[src/rtl/hexdiv_pkg.sv]
package hexdiv_pkg;

   // Condition-code bits: [3]=C, [2]=V, [1]=G, [0]=L
   localparam logic [3:0] CC_NONE  = 4'b0000;
   localparam logic [3:0] CC_LESS  = 4'b0001;
   localparam logic [3:0] CC_GREAT = 4'b0010;
   localparam logic [3:0] CC_OVF   = 4'b0100;
   localparam logic [3:0] CC_CARRY = 4'b1000;

   typedef enum logic [1:0] {
      ST_IDLE,
      ST_PREP,
      ST_RUN
   } hd_state_e;

endpackage

[src/rtl/hexdiv_unpack.sv]
// Splits a packed word and brings the fraction to normal form.
module hexdiv_unpack #(
   parameter int DIGITS = 6,
   parameter int EXP_W  = 7,
   localparam int FW    = 4 * DIGITS,
   localparam int W     = 1 + EXP_W + FW,
   localparam int ESW   = EXP_W + 3
) (
   input  logic [W-1:0]          word_i,
   output logic                  zero_o,
   output logic                  sign_o,
   output logic signed [ESW-1:0] exp_o,
   output logic [FW-1:0]         frac_o
);
   localparam int LZW = $clog2(DIGITS + 1);

   logic [FW-1:0]     raw;
   logic [DIGITS-1:0] nz;
   logic [LZW-1:0]    lead;
   logic              found;

   assign raw = word_i[FW-1:0];

   // nz[i] flags hex digit i, counted from the most significant end
   for (genvar g = 0; g < DIGITS; g++) begin : g_digit
      assign nz[g] = |raw[FW-1-4*g -: 4];
   end

   always_comb begin
      lead  = '0;
      found = 1'b0;
      for (int i = 0; i < DIGITS; i++) begin
         if (!found && nz[i]) begin
            lead  = LZW'(i);
            found = 1'b1;
         end
      end
   end

   always_comb begin
      zero_o = ~found;
      if (found) begin
         sign_o = word_i[W-1];
         exp_o  = $signed({3'b000, word_i[W-2 -: EXP_W]})
                - $signed({{(ESW-LZW){1'b0}}, lead});
         frac_o = raw << {lead, 2'b00};
      end else begin
         sign_o = 1'b0;
         exp_o  = '0;
         frac_o = '0;
      end
   end

endmodule

[src/rtl/hexdiv_digits.sv]
// Digit recurrence: one subtraction or one digit shift per clock.
module hexdiv_digits #(
   parameter int DIGITS = 6,
   localparam int FW    = 4 * DIGITS,
   localparam int RW    = FW + 4
) (
   input  logic          clk,
   input  logic          rst_n,
   input  logic          load_i,
   input  logic [RW-1:0] rem_i,
   input  logic [FW-1:0] div_i,
   output logic [FW-1:0] quo_o,
   output logic [RW-1:0] rem_o,
   output logic          done_o,
   output logic          sub_fire_o,
   output logic [3:0]    sub_cnt_o
);
   localparam int DCW = $clog2(DIGITS);

   if (DIGITS < 2) begin : g_bad_digits
      $error("hexdiv_digits: DIGITS must be at least 2");
   end

   logic           run_q;
   logic           done_q;
   logic [DCW-1:0] dig_q;
   logic [3:0]     cnt_q;
   logic [RW-1:0]  rem_q;
   logic [FW-1:0]  div_q;
   logic [FW-1:0]  quo_q;
   logic           fits;
   logic           last;

   assign fits = rem_q >= {4'b0000, div_q};
   assign last = dig_q == DCW'(DIGITS - 1);

   always_ff @(posedge clk or negedge rst_n) begin
      if (!rst_n) begin
         run_q  <= 1'b0;
         done_q <= 1'b0;
         dig_q  <= '0;
         cnt_q  <= '0;
         rem_q  <= '0;
         div_q  <= '0;
         quo_q  <= '0;
      end else begin
         done_q <= 1'b0;
         if (load_i) begin
            rem_q <= rem_i;
            div_q <= div_i;
            quo_q <= '0;
            dig_q <= '0;
            cnt_q <= '0;
            run_q <= 1'b1;
         end else if (run_q) begin
            if (fits) begin
               rem_q <= rem_q - {4'b0000, div_q};
               quo_q <= quo_q + FW'(1);
               cnt_q <= cnt_q + 4'd1;
            end else begin
               rem_q <= rem_q << 4;
               cnt_q <= '0;
               if (last) begin
                  run_q  <= 1'b0;
                  done_q <= 1'b1;
               end else begin
                  dig_q <= dig_q + DCW'(1);
                  quo_q <= quo_q << 4;
               end
            end
         end
      end
   end

   assign quo_o      = quo_q;
   assign rem_o      = rem_q;
   assign done_o     = done_q;
   assign sub_fire_o = run_q & fits;
   assign sub_cnt_o  = cnt_q;

endmodule

[src/rtl/hexdiv_pack.sv]
// Rounding, carry renormalization, range check and packing.
module hexdiv_pack #(
   parameter int DIGITS   = 6,
   parameter int EXP_W    = 7,
   parameter bit ROUND_EN = 1'b1,
   localparam int FW      = 4 * DIGITS,
   localparam int W       = 1 + EXP_W + FW,
   localparam int ESW     = EXP_W + 3
) (
   input  logic                  sign_i,
   input  logic signed [ESW-1:0] exp_i,
   input  logic [FW-1:0]         quo_i,
   input  logic                  round_i,
   output logic [W-1:0]          word_o,
   output logic [3:0]            cc_o
);
   import hexdiv_pkg::*;

   localparam int EMAX = (1 << EXP_W) - 1;
   localparam logic signed [ESW-1:0] EMAX_S = EMAX[ESW-1:0];
   localparam logic signed [ESW-1:0] ONE_S  = 1;

   logic                  inc;
   logic [FW:0]           sum;
   logic [FW-1:0]         frac;
   logic signed [ESW-1:0] exp_f;

   if (ROUND_EN) begin : g_round
      assign inc = round_i;
   end else begin : g_trunc
      assign inc = 1'b0;
   end

   assign sum   = {1'b0, quo_i} + {{FW{1'b0}}, inc};
   assign frac  = sum[FW] ? {3'b000, sum[FW:4]} : sum[FW-1:0];
   assign exp_f = sum[FW] ? exp_i + ONE_S : exp_i;

   always_comb begin
      if (exp_f > EMAX_S) begin
         word_o = {sign_i, {(W-1){1'b1}}};
         cc_o   = CC_OVF | (sign_i ? CC_LESS : CC_GREAT);
      end else begin
         word_o = {sign_i, exp_f[EXP_W-1:0], frac};
         cc_o   = sign_i ? CC_LESS : CC_GREAT;
      end
   end

endmodule

[src/rtl/hexdiv_core.sv]
module hexdiv_core #(
   parameter int DIGITS = 6,
   parameter int EXP_W  = 7,
   localparam int W     = 1 + EXP_W + 4 * DIGITS
) (
   input  logic         clk,
   input  logic         rst_n,
   input  logic         start_i,
   input  logic [W-1:0] dvd_i,
   input  logic [W-1:0] dvs_i,
   output logic [W-1:0] quo_o,
   output logic [3:0]   cc_o,
   output logic         wr_o,
   output logic         done_o
);
   import hexdiv_pkg::*;

   localparam int FW   = 4 * DIGITS;
   localparam int RW   = FW + 4;
   localparam int ESW  = EXP_W + 3;
   localparam int EMAX = (1 << EXP_W) - 1;
   localparam int BIAS = 1 << (EXP_W - 1);
   localparam logic signed [ESW-1:0] EMAX_S = EMAX[ESW-1:0];
   localparam logic signed [ESW-1:0] BIAS_S = BIAS[ESW-1:0];
   localparam logic signed [ESW-1:0] ONE_S  = 1;

   if (EXP_W < 2) begin : g_bad_exp
      $error("hexdiv_core: EXP_W must be at least 2");
   end
   if (DIGITS < 2) begin : g_bad_dig
      $error("hexdiv_core: DIGITS must be at least 2");
   end

   hd_state_e st_q;
   logic [W-1:0] a_q;
   logic [W-1:0] b_q;
   logic         sign_q;
   logic signed [ESW-1:0] exp_q;

   // operand unpacking
   logic                  ua_zero, ub_zero, ua_sign, ub_sign;
   logic signed [ESW-1:0] ua_exp, ub_exp;
   logic [FW-1:0]         ua_frac, ub_frac;

   hexdiv_unpack #(.DIGITS(DIGITS), .EXP_W(EXP_W)) u_unp_a (
      .word_i (a_q),
      .zero_o (ua_zero),
      .sign_o (ua_sign),
      .exp_o  (ua_exp),
      .frac_o (ua_frac)
   );

   hexdiv_unpack #(.DIGITS(DIGITS), .EXP_W(EXP_W)) u_unp_b (
      .word_i (b_q),
      .zero_o (ub_zero),
      .sign_o (ub_sign),
      .exp_o  (ub_exp),
      .frac_o (ub_frac)
   );

   // exponent and seed remainder
   logic                  sgn;
   logic                  f_lt;
   logic signed [ESW-1:0] e_base;
   logic signed [ESW-1:0] e_adj;
   logic [RW-1:0]         rem_seed;
   logic                  go;
   logic [W-1:0]          ovf_word;

   assign sgn      = ua_sign ^ ub_sign;
   assign f_lt     = ua_frac < ub_frac;
   assign e_base   = ua_exp - ub_exp + BIAS_S;
   assign e_adj    = f_lt ? e_base : e_base + ONE_S;
   assign rem_seed = f_lt ? {ua_frac, 4'b0000} : {4'b0000, ua_frac};
   assign ovf_word = {sgn, {(W-1){1'b1}}};
   assign go       = !ub_zero && !ua_zero && !e_base[ESW-1] && !(e_adj > EMAX_S);

   // digit engine
   logic          eng_load;
   logic [FW-1:0] eng_quo;
   logic [RW-1:0] eng_rem;
   logic          eng_done;
   logic          sub_fire_w;
   logic [3:0]    sub_cnt_w;

   assign eng_load = (st_q == ST_PREP) && go;

   hexdiv_digits #(.DIGITS(DIGITS)) u_digits (
      .clk        (clk),
      .rst_n      (rst_n),
      .load_i     (eng_load),
      .rem_i      (rem_seed),
      .div_i      (ub_frac),
      .quo_o      (eng_quo),
      .rem_o      (eng_rem),
      .done_o     (eng_done),
      .sub_fire_o (sub_fire_w),
      .sub_cnt_o  (sub_cnt_w)
   );

   // round bit: final remainder at least eight divisor fractions
   logic          round_bit;
   logic [W-1:0]  pk_word;
   logic [3:0]    pk_cc;

   assign round_bit = eng_rem >= {1'b0, ub_frac, 3'b000};

   hexdiv_pack #(.DIGITS(DIGITS), .EXP_W(EXP_W), .ROUND_EN(1'b1)) u_pack (
      .sign_i  (sign_q),
      .exp_i   (exp_q),
      .quo_i   (eng_quo),
      .round_i (round_bit),
      .word_o  (pk_word),
      .cc_o    (pk_cc)
   );

   always_ff @(posedge clk or negedge rst_n) begin
      if (!rst_n) begin
         st_q   <= ST_IDLE;
         a_q    <= '0;
         b_q    <= '0;
         sign_q <= 1'b0;
         exp_q  <= '0;
         quo_o  <= '0;
         cc_o   <= CC_NONE;
         wr_o   <= 1'b0;
         done_o <= 1'b0;
      end else begin
         done_o <= 1'b0;
         wr_o   <= 1'b0;
         case (st_q)
            ST_IDLE: begin
               if (start_i) begin
                  a_q  <= dvd_i;
                  b_q  <= dvs_i;
                  st_q <= ST_PREP;
               end
            end
            ST_PREP: begin
               st_q <= ST_IDLE;
               if (ub_zero) begin
                  done_o <= 1'b1;
                  cc_o   <= CC_CARRY | CC_OVF;
               end else if (ua_zero) begin
                  done_o <= 1'b1;
                  wr_o   <= 1'b1;
                  quo_o  <= '0;
                  cc_o   <= CC_NONE;
               end else if (e_base[ESW-1]) begin
                  done_o <= 1'b1;
                  wr_o   <= 1'b1;
                  quo_o  <= '0;
                  cc_o   <= CC_OVF;
               end else if (e_adj > EMAX_S) begin
                  done_o <= 1'b1;
                  wr_o   <= 1'b1;
                  quo_o  <= ovf_word;
                  cc_o   <= CC_OVF | (sgn ? CC_LESS : CC_GREAT);
               end else begin
                  sign_q <= sgn;
                  exp_q  <= e_adj;
                  st_q   <= ST_RUN;
               end
            end
            ST_RUN: begin
               if (eng_done) begin
                  done_o <= 1'b1;
                  wr_o   <= 1'b1;
                  quo_o  <= pk_word;
                  cc_o   <= pk_cc;
                  st_q   <= ST_IDLE;
               end
            end
            default: st_q <= ST_IDLE;
         endcase
      end
   end

endmodule

[config.mk]
export PLATFORM = sky130hd
export DESIGN_NAME = hexdiv_core
export DESIGN_NICKNAME = d
export VERILOG_FILES = /design/src/rtl/hexdiv_pkg.sv /design/src/rtl/hexdiv_unpack.sv /design/src/rtl/hexdiv_digits.sv /design/src/rtl/hexdiv_pack.sv /design/src/rtl/hexdiv_core.sv
export SDC_FILE = /design/constraint.sdc
export NUM_CORES = 1
export LEC_CHECK = 0
export ABC_CLOCK_PERIOD_IN_PS = 8300
export BUFFER_PORTS_ARGS = -buffer_cell sky130_fd_sc_hd__buf_2
export CAP_MARGIN = 10
export CORE_ASPECT_RATIO = 0.8
export CORE_UTILIZATION = 23
export DETAILED_ROUTE_END_ITERATION = 8
export MAX_ROUTING_LAYER = met4
export PLACE_DENSITY_LB_ADDON = 0.05
export SYNTH_ARGS = -nofsm -noshare
export SYNTH_HDL_FRONTEND = slang
export SYNTH_SLANG_ARGS = --single-unit
[constraint.sdc]
create_clock -name clk -period 8.3 [get_ports clk]
set_input_delay 0.83 -clock clk [delete_from_list [all_inputs] [get_ports clk]]
set_output_delay 0.83 -clock clk [all_outputs]
set_load 0.005 [all_outputs]
==> Word level (Yosys, flattened, before mapping) <==
Cells that the tools add are included.
Widths: inputs -> output; s select.
{ "word_totals": {"regBits": 196, "latch_bits": 0, "ram_bits": 0, "rom_bits": 0, "in_bits": 67, "out_inout_bits": 38, "wordCells": 176, "memories": 0} }
{ "op_classes": {"n_addsub": 10, "n_mul": 0, "n_div": 0, "magnitude_cmp": 5, "n_eq_ne": 11, "shifts": 2, "mux": 82, "n_bitwise": 3, "reduce_logical": 48} }
{ "ops": {"columns": ["cell", "count"], "rows": [
  ["$mux 24", 7],
  ["$mux 32", 5],
  ["$mux 28", 4],
  ["$pmux 32 s2", 1],
  ["$reduce_or 4->1", 12],
  ["$shl 24x5->24", 2],
  ["$mux 10", 4],
  ["$mux 31", 1],
  ["$mux 1", 30],
  ["$ge 28x24->1", 1],
  ["$ge 28x27->1", 1],
  ["$sub 28x24->28", 1],
  ["$mux 3", 9],
  ["$add 24x1->25", 1],
  ["$add 24x1->24 const B", 1],
  ["$lt 24x24->1", 1],
  ["$mux 2", 12],
  ["$add 10x2->10 const B", 2],
  ["$gt 10x8->1 const B", 2],
  ["$mux 4", 5],
  ["$sub 7x3->8", 2],
  ["$logic_and 1x1->1", 14],
  ["$logic_not 1->1", 12],
  ["$add 10x8->10 const B", 1],
  ["other kinds (21)", 30]
]} }

==> Logic depth before layout (Yosys ltp) <==
{ "logic_depth": {"depth_word": 29, "ltp_mapped": 27, "ltp_nobuf": 26} }

==> By module <==
A second synthesis with hierarchy kept.
{ "unflattened": {"hier_cells": 1749, "area_unflattened_um2": 15797.7} }
{ "modules_own_cells": {"columns": ["module", "n_inst", "cells_per_inst", "area_each_um2", "seq_area_each_um2"], "rows": [
  ["hexdiv_core", 1, 582, 6970.4, 2877.8],
  ["hexdiv_digits", 1, 705, 5769.3, 2127.0],
  ["hexdiv_unpack", 2, 155, 1018.5, 0.0],
  ["hexdiv_pack", 1, 152, 1021.0, 0.0]
]} }

==> Worst setup path after synthesis <==
No wires, ideal clock.
{ "synth_path": {"path_kind": "register to register", "start": "reg a_q[17]", "end": "reg quo_o[22]", "setup_time_ns": 0.125, "arrival_time_ns": 5.638, "required_time_ns": 8.175, "setup_slack_ns": 2.537, "path_stages_with_launch": 23, "path_buffers": 3, "synth_period_minus_slack_ns": 5.763, "path_cell_list": "dfrtp_1 > or4_1 > o221ai_1 > inv_1 > buf_1 > clkbuf_1 > ha_1 > fa_1 > o21ai_0 > xor2_1 > nor2_1 > ha_1 > ha_1 > a21o_1 > o21ai_0 > o2111ai_1 > nor3_1 > nand4_1 > a21oi_1 > o21ai_1 > nand3_2 > buf_4 > mux2_2"} }
{ "synth_between": {"elab_chain_cells": 24, "elab_cells_between_ends": 36, "cone_classes": "add/sub: 4; order compare: 2; eq/ne: 1; shift: 1; mux: 17; reduce/logical: 11"} }
{ "synth_rtl": {"columns": ["item", "line_no", "rtl"], "rows": [
  ["from (decl)", "hexdiv_core.sv:35", "logic [W-1:0] a_q;"],
  ["from (signal assigned)", "hexdiv_core.sv:134", "a_q <= dvd_i;"],
  ["$reduce_or 4->1", "hexdiv_unpack.sv:26", "assign nz[g] = |raw[FW-1-4*g -: 4];"],
  ["$logic_and 1x1->1", "hexdiv_unpack.sv:33", "if (!found && nz[i]) begin"],
  ["$mux 1", "hexdiv_unpack.sv:33", null],
  ["$logic_not 1->1", "hexdiv_unpack.sv:33", null],
  ["$logic_and 1x1->1", "hexdiv_unpack.sv:33", null],
  ["$mux 1", "hexdiv_unpack.sv:33", null],
  ["$logic_not 1->1", "hexdiv_unpack.sv:33", null],
  ["$logic_and 1x1->1", "hexdiv_unpack.sv:33", null],
  ["[... 8 more ...]", null, null],
  ["$mux 10", "hexdiv_unpack.sv:42", "if (found) begin"],
  ["$sub 10x10->10", "hexdiv_core.sv:72", "assign e_base = ua_exp - ub_exp + BIAS_S;"],
  ["$add 10x8->10", "hexdiv_core.sv:72", null],
  ["$add 10x2->10", "hexdiv_core.sv:73", "assign e_adj = f_lt ? e_base : e_base + ONE_S;"],
  ["$mux 10", "hexdiv_core.sv:73", null],
  ["$gt 10x8->1", "hexdiv_core.sv:154", "end else if (e_adj > EMAX_S) begin"],
  ["$ne 4x4->1 (no line)", null, null],
  ["$reduce_and 4->1 (no line)", null, null],
  ["to (signal assigned)", "hexdiv_core.sv:157", "quo_o <= ovf_word;"],
  ["to (signal assigned)", "hexdiv_core.sv:169", "quo_o <= pk_word;"],
  ["to (decl)", "hexdiv_core.sv:11", "output logic [W-1:0] quo_o,"]
]} }
Several ways; a longest one is shown, not always the timed one. The select of a mux whose other input is x is not followed.
A chain may end at the register's enable or synchronous reset.

==> Worst setup path in the final report <==
{ "layout_path": {"start": "reg b_q[23]", "end": "reg quo_o[4]"} }
{ "layout_between": {"elab_chain_cells": 26, "elab_cells_between_ends": 46, "cone_classes": "add/sub: 5; order compare: 4; eq/ne: 2; shift: 1; mux: 22; reduce/logical: 12"} }
{ "layout_rtl": {"columns": ["item", "line_no", "rtl"], "rows": [
  ["from (decl)", "hexdiv_core.sv:36", "logic [W-1:0] b_q;"],
  ["from (signal assigned)", "hexdiv_core.sv:135", "b_q <= dvs_i;"],
  ["$reduce_or 4->1", "hexdiv_unpack.sv:26", null],
  ["$mux 1", "hexdiv_unpack.sv:33", null],
  ["$logic_not 1->1", "hexdiv_unpack.sv:33", null],
  ["$logic_and 1x1->1", "hexdiv_unpack.sv:33", null],
  ["$mux 1", "hexdiv_unpack.sv:33", null],
  ["$logic_not 1->1", "hexdiv_unpack.sv:33", null],
  ["$logic_and 1x1->1", "hexdiv_unpack.sv:33", null],
  ["$mux 1", "hexdiv_unpack.sv:33", null],
  ["[... 10 more ...]", null, null],
  ["$mux 10 / $mux 24 (equally long branches)", "hexdiv_unpack.sv:42", null],
  ["$sub 10x10->10 / $ge 28x27->1 (equally long branches)", "hexdiv_core.sv:72, hexdiv_core.sv:106", null],
  ["$add 10x8->10 / $add 24x1->25 (equally long branches)", "hexdiv_core.sv:72, hexdiv_pack.sv:34", null],
  ["$add 10x2->10 / $mux 10 (equally long branches)", "hexdiv_core.sv:73, hexdiv_pack.sv:36", null],
  ["$mux 10 / $gt 10x8->1 (equally long branches)", "hexdiv_core.sv:73, hexdiv_pack.sv:39", null],
  ["$gt 10x8->1 / $mux 31 (equally long branches)", "hexdiv_core.sv:154, hexdiv_pack.sv:39", null],
  ["$ne 4x4->1 (no line) / $mux 32 (equally long branches)", null, null],
  ["$reduce_and 4->1 (no line) / $pmux 32 s2 (equally long branches)", null, null]
]} }
Several ways; a longest one is shown, not always the timed one. The select of a mux whose other input is x is not followed.

==> out/results.txt <==
Hold WS - 0.324 ns
xor/xnor share of the synthesized area - 4.39%
Post-Syn Instances - 1621
Max Cap Viol - 0
final WL - 49.1 mm
first-pass GRT wire length - 77.4 mm
Post-Layout Cell Count - 2510
Placed Instances - 2478
cts hold-fix bufs - 0
post-synthesis mux area share - 10.1%
# IOs - 105
Worst-path clk slew - 0.08 ns
Yosys reg bits - 196
Syn Area/Cell - 8.74 sq um
clock buffer depth - 2
Die H - 224 um
vias in the first global route - 12428
initial antenna violation count - 0
Overflow after GRT - 0
layout cells sized above 1 - 15.8%
top post-synthesis cells by area - dfrtp_1, ha_1, mux2_2, o21ai_0, nand2_1
post-route ant nets - 0
routability cong. - 0.856
Final TNS setup - 0 ns
fin crit period - 7.08 ns
warnings from Yosys - 0
Net Count, Synth - 1795
CP startpoint kind - flip-flop
largest net degree at the start of global routing - 130
Worst EP arrival - 7.45 ns
critical path class - reg2reg
area share of fa/ha/maj cells after synthesis - 9.66%
HPWL Detailed - 37.6 mm
endpoints failing setup - 0
CTS tree - built
final hold violation count - 0
n_diodes - 0
CP Max Fanout - 32
DRC viols - 0
Root Driver - clkbuf_16
post-cts resize count - 0
Synth Area in Simple Gates - 17.2%
Setup Buffers After CTS - 0
asr flop ratio synth - 100%
CTS sink cnt - 196
CP required - 8.67 ns
port bufs - 104
unrepaired setup endpoints after global routing - no
number of buffers created by CTS - 17
period utilization - 85.3%
# H-tree levels - 4
drt wl/cell - 19.5 um
area delta synth->final - 14.1%
count leader, synth - dfrtp_1
EDFF count, synth - 0
fmax - 0.141 GHz
Synth Area in Compound Gates - 19.4%
clk_skew - 0.0154 ns
total global-route track usage - 16.6%
Placeable Area - 60300 sq um
die area - 62600 sq um
DIE WIDTH - 279 um
element type at the critical path end - flip-flop
DR vias/cell - 4.87
length of the first detailed-routing pass in iterations - 6
count of cell types in the netlist - 76
clock latency on the worst-skew pair - 0.49 ns
initial core utilization - 23.5%
Vias - 12232
worst min-delay path category - in2async
synthesized area - 14200 sq um
Final Net Count - 1851
Worst R2R Path Depth - 20
post-synthesis sequential area ratio - 34.6%
# rows - 80
commonest cells in the netlist - dfrtp_1, nand2_1, o21ai_0
max-slew violation count - 0
Worst Tran Pin Value - 1.02 ns
initial drt markers - 823
outcome - finished, final reports clean
Slew headroom - 32.0%
Yosys top cell area share - 34.6%
Post-synth top flop - dfrtp_1
largest family of logic cells by synthesized area - compound AO/OA/AOI/OAI gates
Synth area leader - dfrtp_1
## through the flow
stage | util, % | setup slack [ns] | area [sq um]
after floorplan | - | 2.54 | 14200
after global placement | 25.8 | 1.27 | 15600
after detailed placement | 25.8 | 1.25 | 15600
after CTS | 26.8 | 1.22 | 16200
after global routing | 26.8 | 0.568 | 16200
final | 26.8 | 1.22 | 16200
## state kept, by name (all words and copies together) (netlist names)
signal and cells:
u_digits.dig_q 3, a_q 32, exp_q 10, b_q 32, u_digits.quo_o 24, u_digits.rem_o 28, sign_q 1, wr_o 1
u_digits.run_q 1, st_q 2, u_digits.done_o 1, done_o 1, cc_o 4, quo_o 32, u_digits.div_q 24
## routing by layer
metal  vias up  global-route usage, %  routed length, um
met4         0                   4.37                671
met2       225                   22.0              19400
met3        30                   2.33               1700
li1       5998                      -                  -
met1      5979                   25.7              27300
met5         -                      -                  0
## critical path, stage by stage (launching register included)
cell	delay, ns
dfrtp_1	0.42
or4_1	0.69
or2_1	0.45
nor3_4	0.45
nand2_1	0.29
ha_1	0.39
nor2b_1	0.17
nor3_1	0.18
xor2_1	0.16
nand2_1	0.07
ha_1	0.32
ha_1	0.36
a21o_1	0.23
o21ai_0	0.38
o2111ai_1	0.26
nor3_1	0.37
a211o_1	0.21
a21oi_1	0.11
o21ai_1	0.17
nand3_2	0.66
mux2_1	0.59
## cell usage in the layout (no fill, tap or decap), types with 16 or more instances in the layout
master | synthesis | routed
a21o_1 | 17 | 16
inv_1 | 71 | 71
xnor2_1 | 38 | 38
ha_1 | 103 | 103
mux2_2 | 85 | 85
nand4_1 | 24 | 24
mux2i_1 | 32 | 32
nor4_1 | 18 | 18
clkbuf_16 | 0 | 17
o21ai_0 | 153 | 152
nand3_1 | 47 | 47
nand2_1 | 188 | 187
a31oi_1 | 18 | 18
dfrtp_1 | 196 | 195
o211ai_1 | 38 | 38
nor2_1 | 113 | 113
buf_4 | 5 | 22
nor3_1 | 31 | 31
xor2_1 | 33 | 33
a21oi_1 | 92 | 91
buf_2 | 17 | 103
## worst paths after layout
path,start,to,slack [ns]
min in group clk,cc_o[1],cc_o[1],0.48
setup reg to reg,b_q[23],quo_o[4],1.22
hold / removal,rst_n,b_q[4],0.32
max in group asynchronous,rst_n,u_digits.quo_o[11],6.73
hold reg to reg,cc_o[1],cc_o[1],0.48
setup / recovery,b_q[23],quo_o[4],1.22
## final cells by class
| cell class | instances | area [sq um] |
|---|---|---|
| sequential | 196 | 4910 |
| multi-input combinational | 1264 | 8650 |
| tap | 820 | 1030 |
| clock buffer | 19 | 453 |
| inverter | 71 | 267 |
| fill | 6643 | 44100 |
| clock inverter | 13 | 158 |
| timing repair buffer | 127 | 714 |
## cell families after synthesis
group                    after synthesis
XOR/XNOR                              71
flip-flops                           196
AO/OA/AOI/OAI                        444
adder cells (fa/ha/maj)              107
AND/OR/NAND/NOR                      511
buffers and inverters                161
multiplexers                         131
Power is not shown: default switching activity piles up to over one toggle a cycle in this logic, so the estimate is an artifact.
